$ cat config.mk
export PLATFORM = sky130hd
export DESIGN_NAME = tag_rs_array
export DESIGN_NICKNAME = d
export VERILOG_FILES = /design/src/rtl/tag_rs_array.sv
export SDC_FILE = /design/constraint.sdc
export NUM_CORES = 1
export LEC_CHECK = 0
export ABC_AREA = 1
export BUFFER_PORTS_ARGS = -buffer_cell sky130_fd_sc_hd__buf_2
export CORE_MARGIN = 2
export CORE_UTILIZATION = 52
export CTS_CLUSTER_SIZE = 40
export DETAILED_ROUTE_END_ITERATION = 7
export GPL_TIMING_DRIVEN = 0
export PLACE_DENSITY = 0.92
export SETUP_SLACK_MARGIN = 0.2
export SLEW_MARGIN = 20
export SYNTH_ARGS = -nofsm -noshare
export SYNTH_HDL_FRONTEND = slang
export SYNTH_SLANG_ARGS = --single-unit
$ cat constraint.sdc
create_clock -name clk -period 1.6 [get_ports clk]
set_input_delay 0.24 -clock clk [delete_from_list [all_inputs] [get_ports clk]]
set_output_delay 0.24 -clock clk [all_outputs]
set_load 0.01 [all_outputs]
$ cat src/rtl/tag_rs_array.sv
module tag_rs_array #(
  parameter int TAG_W = 6,
  parameter int OP_W  = 5
) (
  input  logic                 clk,
  input  logic                 rst_n,
  input  logic                 disp_valid,
  input  logic [2:0]           disp_class,
  input  logic [OP_W-1:0]      disp_op,
  input  logic [TAG_W-1:0]     disp_dst,
  input  logic                 disp_use1,
  input  logic [TAG_W-1:0]     disp_src1,
  input  logic                 disp_rdy1,
  input  logic                 disp_use2,
  input  logic [TAG_W-1:0]     disp_src2,
  input  logic                 disp_rdy2,
  output logic                 disp_stall,
  input  logic                 cmpl_valid,
  input  logic [TAG_W-1:0]     cmpl_tag,
  input  logic [4:0]           issue_grant,
  input  logic [4:0]           squash,
  output logic [4:0]           issue_req,
  output logic [4:0]           busy,
  output logic [4:0]           src1_rdy,
  output logic [4:0]           src2_rdy,
  output logic [5*OP_W-1:0]    ent_op,
  output logic [5*TAG_W-1:0]   ent_dst,
  output logic [5*TAG_W-1:0]   ent_src1,
  output logic [5*TAG_W-1:0]   ent_src2
);
  localparam int NST = 5;
  localparam int ST_IDX = 2;

  logic [NST-1:0] busy_q, r1_q, r2_q;
  logic [OP_W-1:0]  op_q  [NST];
  logic [TAG_W-1:0] dst_q [NST];
  logic [TAG_W-1:0] s1_q  [NST];
  logic [TAG_W-1:0] s2_q  [NST];

  logic cls_ok;
  logic hit1_new, hit2_new;

  assign cls_ok     = disp_class < 3'd5;
  assign disp_stall = disp_valid && cls_ok && busy_q[disp_class];
  assign hit1_new   = cmpl_valid && (cmpl_tag == disp_src1);
  assign hit2_new   = cmpl_valid && (cmpl_tag == disp_src2);

  assign busy      = busy_q;
  assign src1_rdy  = r1_q;
  assign src2_rdy  = r2_q;
  assign issue_req = busy_q & r1_q & r2_q;

  for (genvar i = 0; i < NST; i++) begin : g_st
    localparam logic [2:0] IDX = 3'(i);
    logic wr, free, hit1, hit2;

    assign wr   = disp_valid && (disp_class == IDX) && !busy_q[i];
    assign free = squash[i] || (issue_grant[i] && issue_req[i]);
    assign hit1 = cmpl_valid && (cmpl_tag == s1_q[i]);
    assign hit2 = cmpl_valid && (cmpl_tag == s2_q[i]);

    always_ff @(posedge clk or negedge rst_n) begin
      if (!rst_n) begin
        busy_q[i] <= 1'b0;
        r1_q[i]   <= 1'b0;
        r2_q[i]   <= 1'b0;
        op_q[i]   <= '0;
        dst_q[i]  <= '0;
        s1_q[i]   <= '0;
        s2_q[i]   <= '0;
      end else if (busy_q[i]) begin
        if (free) begin
          busy_q[i] <= 1'b0;
          r1_q[i]   <= 1'b0;
          r2_q[i]   <= 1'b0;
        end else begin
          if (hit1) r1_q[i] <= 1'b1;
          if (hit2) r2_q[i] <= 1'b1;
        end
      end else if (wr) begin
        busy_q[i] <= 1'b1;
        op_q[i]   <= disp_op;
        dst_q[i]  <= (i == ST_IDX) ? '0 : disp_dst;
        s1_q[i]   <= disp_src1;
        s2_q[i]   <= disp_src2;
        r1_q[i]   <= !disp_use1 || disp_rdy1 || hit1_new;
        r2_q[i]   <= !disp_use2 || disp_rdy2 || hit2_new;
      end
    end

    assign ent_op[i*OP_W +: OP_W]     = op_q[i];
    assign ent_dst[i*TAG_W +: TAG_W]  = dst_q[i];
    assign ent_src1[i*TAG_W +: TAG_W] = s1_q[i];
    assign ent_src2[i*TAG_W +: TAG_W] = s2_q[i];
  end
endmodule


== After elaboration in Yosys (flattened, before gate mapping) ==
Cells that the tools add are included.
Widths: inputs -> output; s select.

* Order comparisons: 2
* Equality and inequality tests: 26
* Multiplexer cells: 57
* Bitwise gates (word level): 7
* Reductions and logical operators: 66

{| class="wikitable"
|+ Operators by type and width
! kind !! number
|-
| $eq 6x6->1 || 12
|-
| $mux 1 || 56
|-
| $ne 3x1->1 const B || 10
|-
| $reduce_and 2->1 || 15
|-
| $logic_and 1x1->1 || 29
|-
| $and 5x5->5 || 2
|-
| $reduce_bool 2->1 || 5
|-
| $logic_or 1x1->1 || 9
|-
| $logic_not 1->1 || 7
|-
| $eq 3x2->1 const B || 2
|-
| $not 1->1 || 5
|-
| $lt 3x4->1 const B || 1
|-
| $bmux 1 s3 || 1
|-
| $eq 3x1->1 const B || 1
|-
| $eq 3x3->1 const B || 1
|-
| $logic_not 3->1 || 1
|-
| $lt 3x3->1 const B || 1
|}

* Flip-flop bits (word level): 124
* Bits of input ports: 50
* Output and inout port bits: 136
* Word-level logic and storage cells: 192

== Logic depth before layout (Yosys ltp) ==
* Word-level depth: 6
* Gate-level depth with buffers: 11
* Mapped depth without buffers: 10

== Worst setup path before layout ==
OpenSTA, ideal clock, no wires.

* Path kind: reg2reg
* Start: reg busy_q[2] (netlist: busy[2])
* End: reg r1_q[2] (netlist: src1_rdy[2])
* Setup time: 0.121 ns
* Data arrival time: 1.129 ns
* Setup slack: 0.350 ns
* Cell stages (with the launch flop): 8
* Buffers on the path: 0
* Cell sequence: dfrtp_1 inv_1 nor2_1 nand2_1 nand3b_1 nand2_1 inv_1 a21oi_1

* Cells in the longest elaborated chain, start to end: 6
* Elaborated cells on any way between the ends: 11
* Classes of those cells: 1 x eq/ne; 2 x mux; 2 x bitwise; 6 x reduce/logical

{| class="wikitable"
|+ RTL lines
! element !! RTL line !! source
|-
| start: declaration || 34 || <nowiki>logic [NST-1:0] busy_q, r1_q, r2_q;</nowiki>
|-
| start signal: indexed assignment || 64 || <nowiki>busy_q[i] <= 1'b0;</nowiki>
|-
| start signal: indexed assignment || 73 || <nowiki>busy_q[i] <= 1'b0;</nowiki>
|-
| start signal: indexed assignment || 81 || <nowiki>busy_q[i] <= 1'b1;</nowiki>
|-
| $and 5x5->5 (*) (2 in a row) || 51 || <nowiki>assign issue_req = busy_q & r1_q & r2_q;</nowiki>
|-
| named net issue_req[2] || 22 || <nowiki>output logic [4:0] issue_req,</nowiki>
|-
| $logic_and 1x1->1 (*) || 58 || <nowiki>assign free = squash[i] || (issue_grant[i] && issue_req[i]);</nowiki>
|-
| $logic_or 1x1->1 (*) || 58 ||
|-
| $ne 3x1->1 (no line) or $mux 1 (tied branches) || n/a ||
|-
| $reduce_and 2->1 (no line) or $mux 1 (tied branches) || n/a ||
|-
| end signal: indexed assignment || 86 || <nowiki>r1_q[i] <= !disp_use1 || disp_rdy1 || hit1_new;</nowiki>
|-
| end: declaration || 34 ||
|}

Mark *: on every way through the listed nets, which the timed path passes. The rest lies on a longest branch.
A chain may end at the register's enable or synchronous reset.

== Final worst setup path ==
* Start: reg busy_q[1] (netlist: busy[1])
* End: out disp_stall

* Cells in the longest elaborated chain, start to end: 3

{| class="wikitable"
|+ RTL lines
! element !! RTL line !! source
|-
| $bmux 1 s3 || 44 || <nowiki>assign disp_stall = disp_valid && cls_ok && busy_q[disp_class];</nowiki>
|-
| $mux 1 (implied by the code) || 44 ||
|-
| $logic_and 1x1->1 || 44 ||
|-
| end: declaration || 17 || <nowiki>output logic disp_stall,</nowiki>
|}

No other way between the ends. The select of a mux whose other input is x is not followed.

==> run_results.csv <==
group,metric,value,unit
detailed_routing,drtPass1Iterations,5,
detailed_routing,drt-initial-drc-count,660,
global_route,antenna_found_initial,0,
layout,postLayoutCoreUtil,0.6976,
clock_tree,cts-root-buf,"clkbuf_16",
yosys,yosysWarnings,0,
worst_setup_path,critPathKind,"register to primary output",
yosys,ys_ff_latch,124,
worst_setup_path,cp_slowest_cell,"dfrtp_1",
timing,layout_min_cycle_time,1.619,ns
worst_setup_path,reg2reg_depth,9,
layout,layout-drive-gt1-share,0.3653,
layout,seq_area,3104,um^2
floorplan,dieHeight,115.4,um
floorplan,core_area,12060,um^2
detailed_routing,drc,0,
worst_hold_path,min_to,"ent_src1[26]",
clock_tree,htreeDepth,4,
worst_setup_path,r2r_setup_slack,0.19,ns
placement,globalplace.congestion,0.9273,
clock_tree,cts_buffers,17,
yosys,yosys-top-cells-area,"dfrtp_1 (48%), nand2_1 (14%), o21ai_2 (5.7%)",
status,status,"finished with violations",
timing,setup_ws,-0.01935,ns
timing,fin_setup_tns,-0.01935,ns
placement,numPortBuffers,176,
layout,finalNonFillerCells,1170,
layout,final_nets,1039,
clock_tree,insertion_delay,0.42,ns
layout,antenna_cells,0,
global_route,grt_pass1_vias,6225,
worst_setup_path,startpoint,"busy[1]",
clock_tree,clkTransAtPathRegs,0.06,ns
worst_setup_path,required,1.36,ns
floorplan,die_w,115.4,um
job,maxCapViolations,0,
worst_hold_path,worstHoldStart,"disp_src1[2]",
detailed_routing,vias,6445,
detailed_routing,wl,21730,um
timing,worstMarginPinSlew,0.5703,ns
timing,fmax,0.6175,GHz
worst_setup_path,crit_chain,"inv_2 -> nand3_2 -> o21ai_2 -> a21oi_2 -> a31oi_1 -> nor2_1 -> buf_2",
floorplan,start_util,0.5346,
clock_tree,clock_path_buffers,2,
detailed_routing,drt-vias-per-instance,5.509,
yosys,synth_top_cell_area_share,0.4812,
layout,fillers,916,
floorplan,ios,186,
power_and_ir_drop,p_leak,4.452,nW
yosys,syn_inst,774,
power_and_ir_drop,ir_drop,0.8014,mV
layout,area_growth,30.48,%
worst_setup_path,slowest_delay,0.39,ns
placement,hpwl,14910,um
yosys,ys_types,34,
detailed_routing,drtAntennaViolNets,0,
layout,multi_input_area,2794,um^2
floorplan,die_area,13310,um^2
detailed_routing,wl_met1,7972,um
global_route,grt_usage,0.3311,
worst_setup_path,endpoint_kind,"primary output",
detailed_routing,wl_met3,2603,um
timing,finalSetupViolCount,1,
global_route,grt_pass1_wl,32910,um
worst_setup_path,critPathTopFamily,"flip-flops",
worst_hold_path,worst_hold_path_type,"input port to register",
yosys,yosysSeqAreaShare,0.4812,
global_route,grt_overflow,0,
worst_setup_path,worstReg2RegEnd,"src2_rdy[1]",
worst_setup_path,cp_max_fo,2,
yosys,avgSynthCellArea,8.332,um^2
status,violations,"negative setup slack",
power_and_ir_drop,p_per_area,1329,nW/um^2
placement,place_inst,1124,
worst_setup_path,critPathArrivalTime,1.38,ns
timing,slew_headroom,0.6198,
worst_setup_path,critPathLaunchType,"register",
worst_setup_path,crit_buf_inv,2,
timing,hold_viol,0,
timing,period_share,1.012,
timing,drv_slew,0,
global_route,grt_max_degree,67,
detailed_routing,wire_per_inst,18.57,um
yosys,synth_top_area_cell,"dfrtp_1",
timing,fin_worst_skew,0.008812,ns
worst_setup_path,r2r-start,"busy[1]",
floorplan,rows,40,
detailed_routing,met2_length,10000,um
clock_tree,cts_tree,"built",
yosys,netlist_area,6449,um^2
timing,rsz0062_at_grt,"true",
clock_tree,cts_sinks,124,
detailed_routing,highest_layer,"met4",
worst_hold_path,holdPathStages,3,
[cells in the mapped netlist (all sizes together)]
cell,number
a21oi,19
a31oi,1
buf,34
clkbuf,4
clkinv,1
conb,1
dfrtp,124
inv,83
nand2,253
nand3,24
nand3b,4
nand4,8
nor2,65
nor3,2
nor4,1
o211ai,1
o21a,12
o21ai,115
o22ai,2
or2,3
xnor2,14
xor2,3
[power breakdown]
group / switching [mW] / leakage [nW] / internal (mW)
clock: 1.44 / 0.287 / 2.49
combinational: 1.72 / 2.64 / 1.21
sequential: 0.558 / 1.52 / 3.77
total: 3.72 / 4.45 / 7.46
[per-layer routing]
| metal | up-vias | GRT usage |
|---|---|---|
| met1 | 2971 | 0.4066 |
| met3 | 107 | 0.1028 |
| li1 | 2881 | - |
| met5 | - | 0 |
| met2 | 486 | 0.5193 |
| met4 | 0 | 0.1871 |
[per-stage QoR]
step                      setup WS (ns)  hold WS, ns  total power, mW  cell area (um^2)
after floorplan                  0.3502     -0.05559            5.860              6467
after global placement           -1.304       0.4664            6.982              7559
after detailed placement        0.02980       0.2649            7.103              7592
after CTS                      -0.01578      0.07321            11.09              8333
after global routing           -0.09021      0.07334            11.68              8414
final                          -0.01935      0.08055            11.18              8414
[timing repair]
action | CTS | global route
cloned | 0 | 0
endpoints found under the setup margin | 9 | 14
pin swaps | 3 | 4
hold buffers | 1 | 0
resized for setup | 21 | 19
endpoints found under the hold margin | 58 | 0
buffers inserted | 10 | 3
[placed cells by master (no fill, tap or decap), types with 6 or more instances in the layout]
master,netlist,final
o21a_1,12,12
o21ai_0,23,22
buf_2,6,179
dfrtp_1,124,123
buf_4,10,21
nor2_1,62,54
clkbuf_16,0,17
nand3_1,20,19
inv_1,77,71
o21ai_1,50,50
inv_2,6,10
o21ai_2,42,43
xnor2_1,14,14
nand2_1,232,230
buf_6,18,21
a21oi_1,16,14
nand2_2,21,23
conb_1,1,6
[state kept, by name, summed over array words and instances, names as in the netlist]
name,count
src1_rdy,5
ent_op,25
ent_dst,24
ent_src1,30
busy,5
src2_rdy,5
ent_src2,30
[cell type report]
| type | count | area share |
|---|---|---|
| Timing Repair Buffer | 191 | 0.1246 |
| Clock inverter | 11 | 0.01695 |
| Sequential cell | 124 | 0.3689 |
| Buffer | 38 | 0.04089 |
| Clock buffer | 21 | 0.05353 |
| Inverter | 84 | 0.03807 |
| Tap cell | 168 | 0.02498 |
| Multi-Input combinational cell | 533 | 0.3320 |
[how the worst max path moves through the flow]
stage,end,cells after the start
floorplan,src1_rdy[2],7
global placement,ent_op[18],1
detailed placement,src1_rdy[3],10
CTS,disp_stall,7
global route,disp_stall,7
finish,disp_stall,7
[worst register-to-register path, delay by kind of cell (launching register included)]
| kind | cells | cell delay (ns) |
|---|---|---|
| buf+inv | 2 | 0.25 |
| simple gates | 6 | 0.62 |
| flops | 1 | 0.39 |
| compound gates | 1 | 0.06 |
[logic make-up (layout without fill, tap and decap cells)]
family,count (synthesis),after routing,synth area share
AOI/OAI and AO/OA,150,150,0.1482
DFF,124,124,0.4812
buffers and inverters,122,345,0.09973
xor gates and xnor gates,17,17,0.02309
other,1,6,0.0005815
and+or+nand+nor,360,360,0.2472
(Power assumes the default switching activity.)
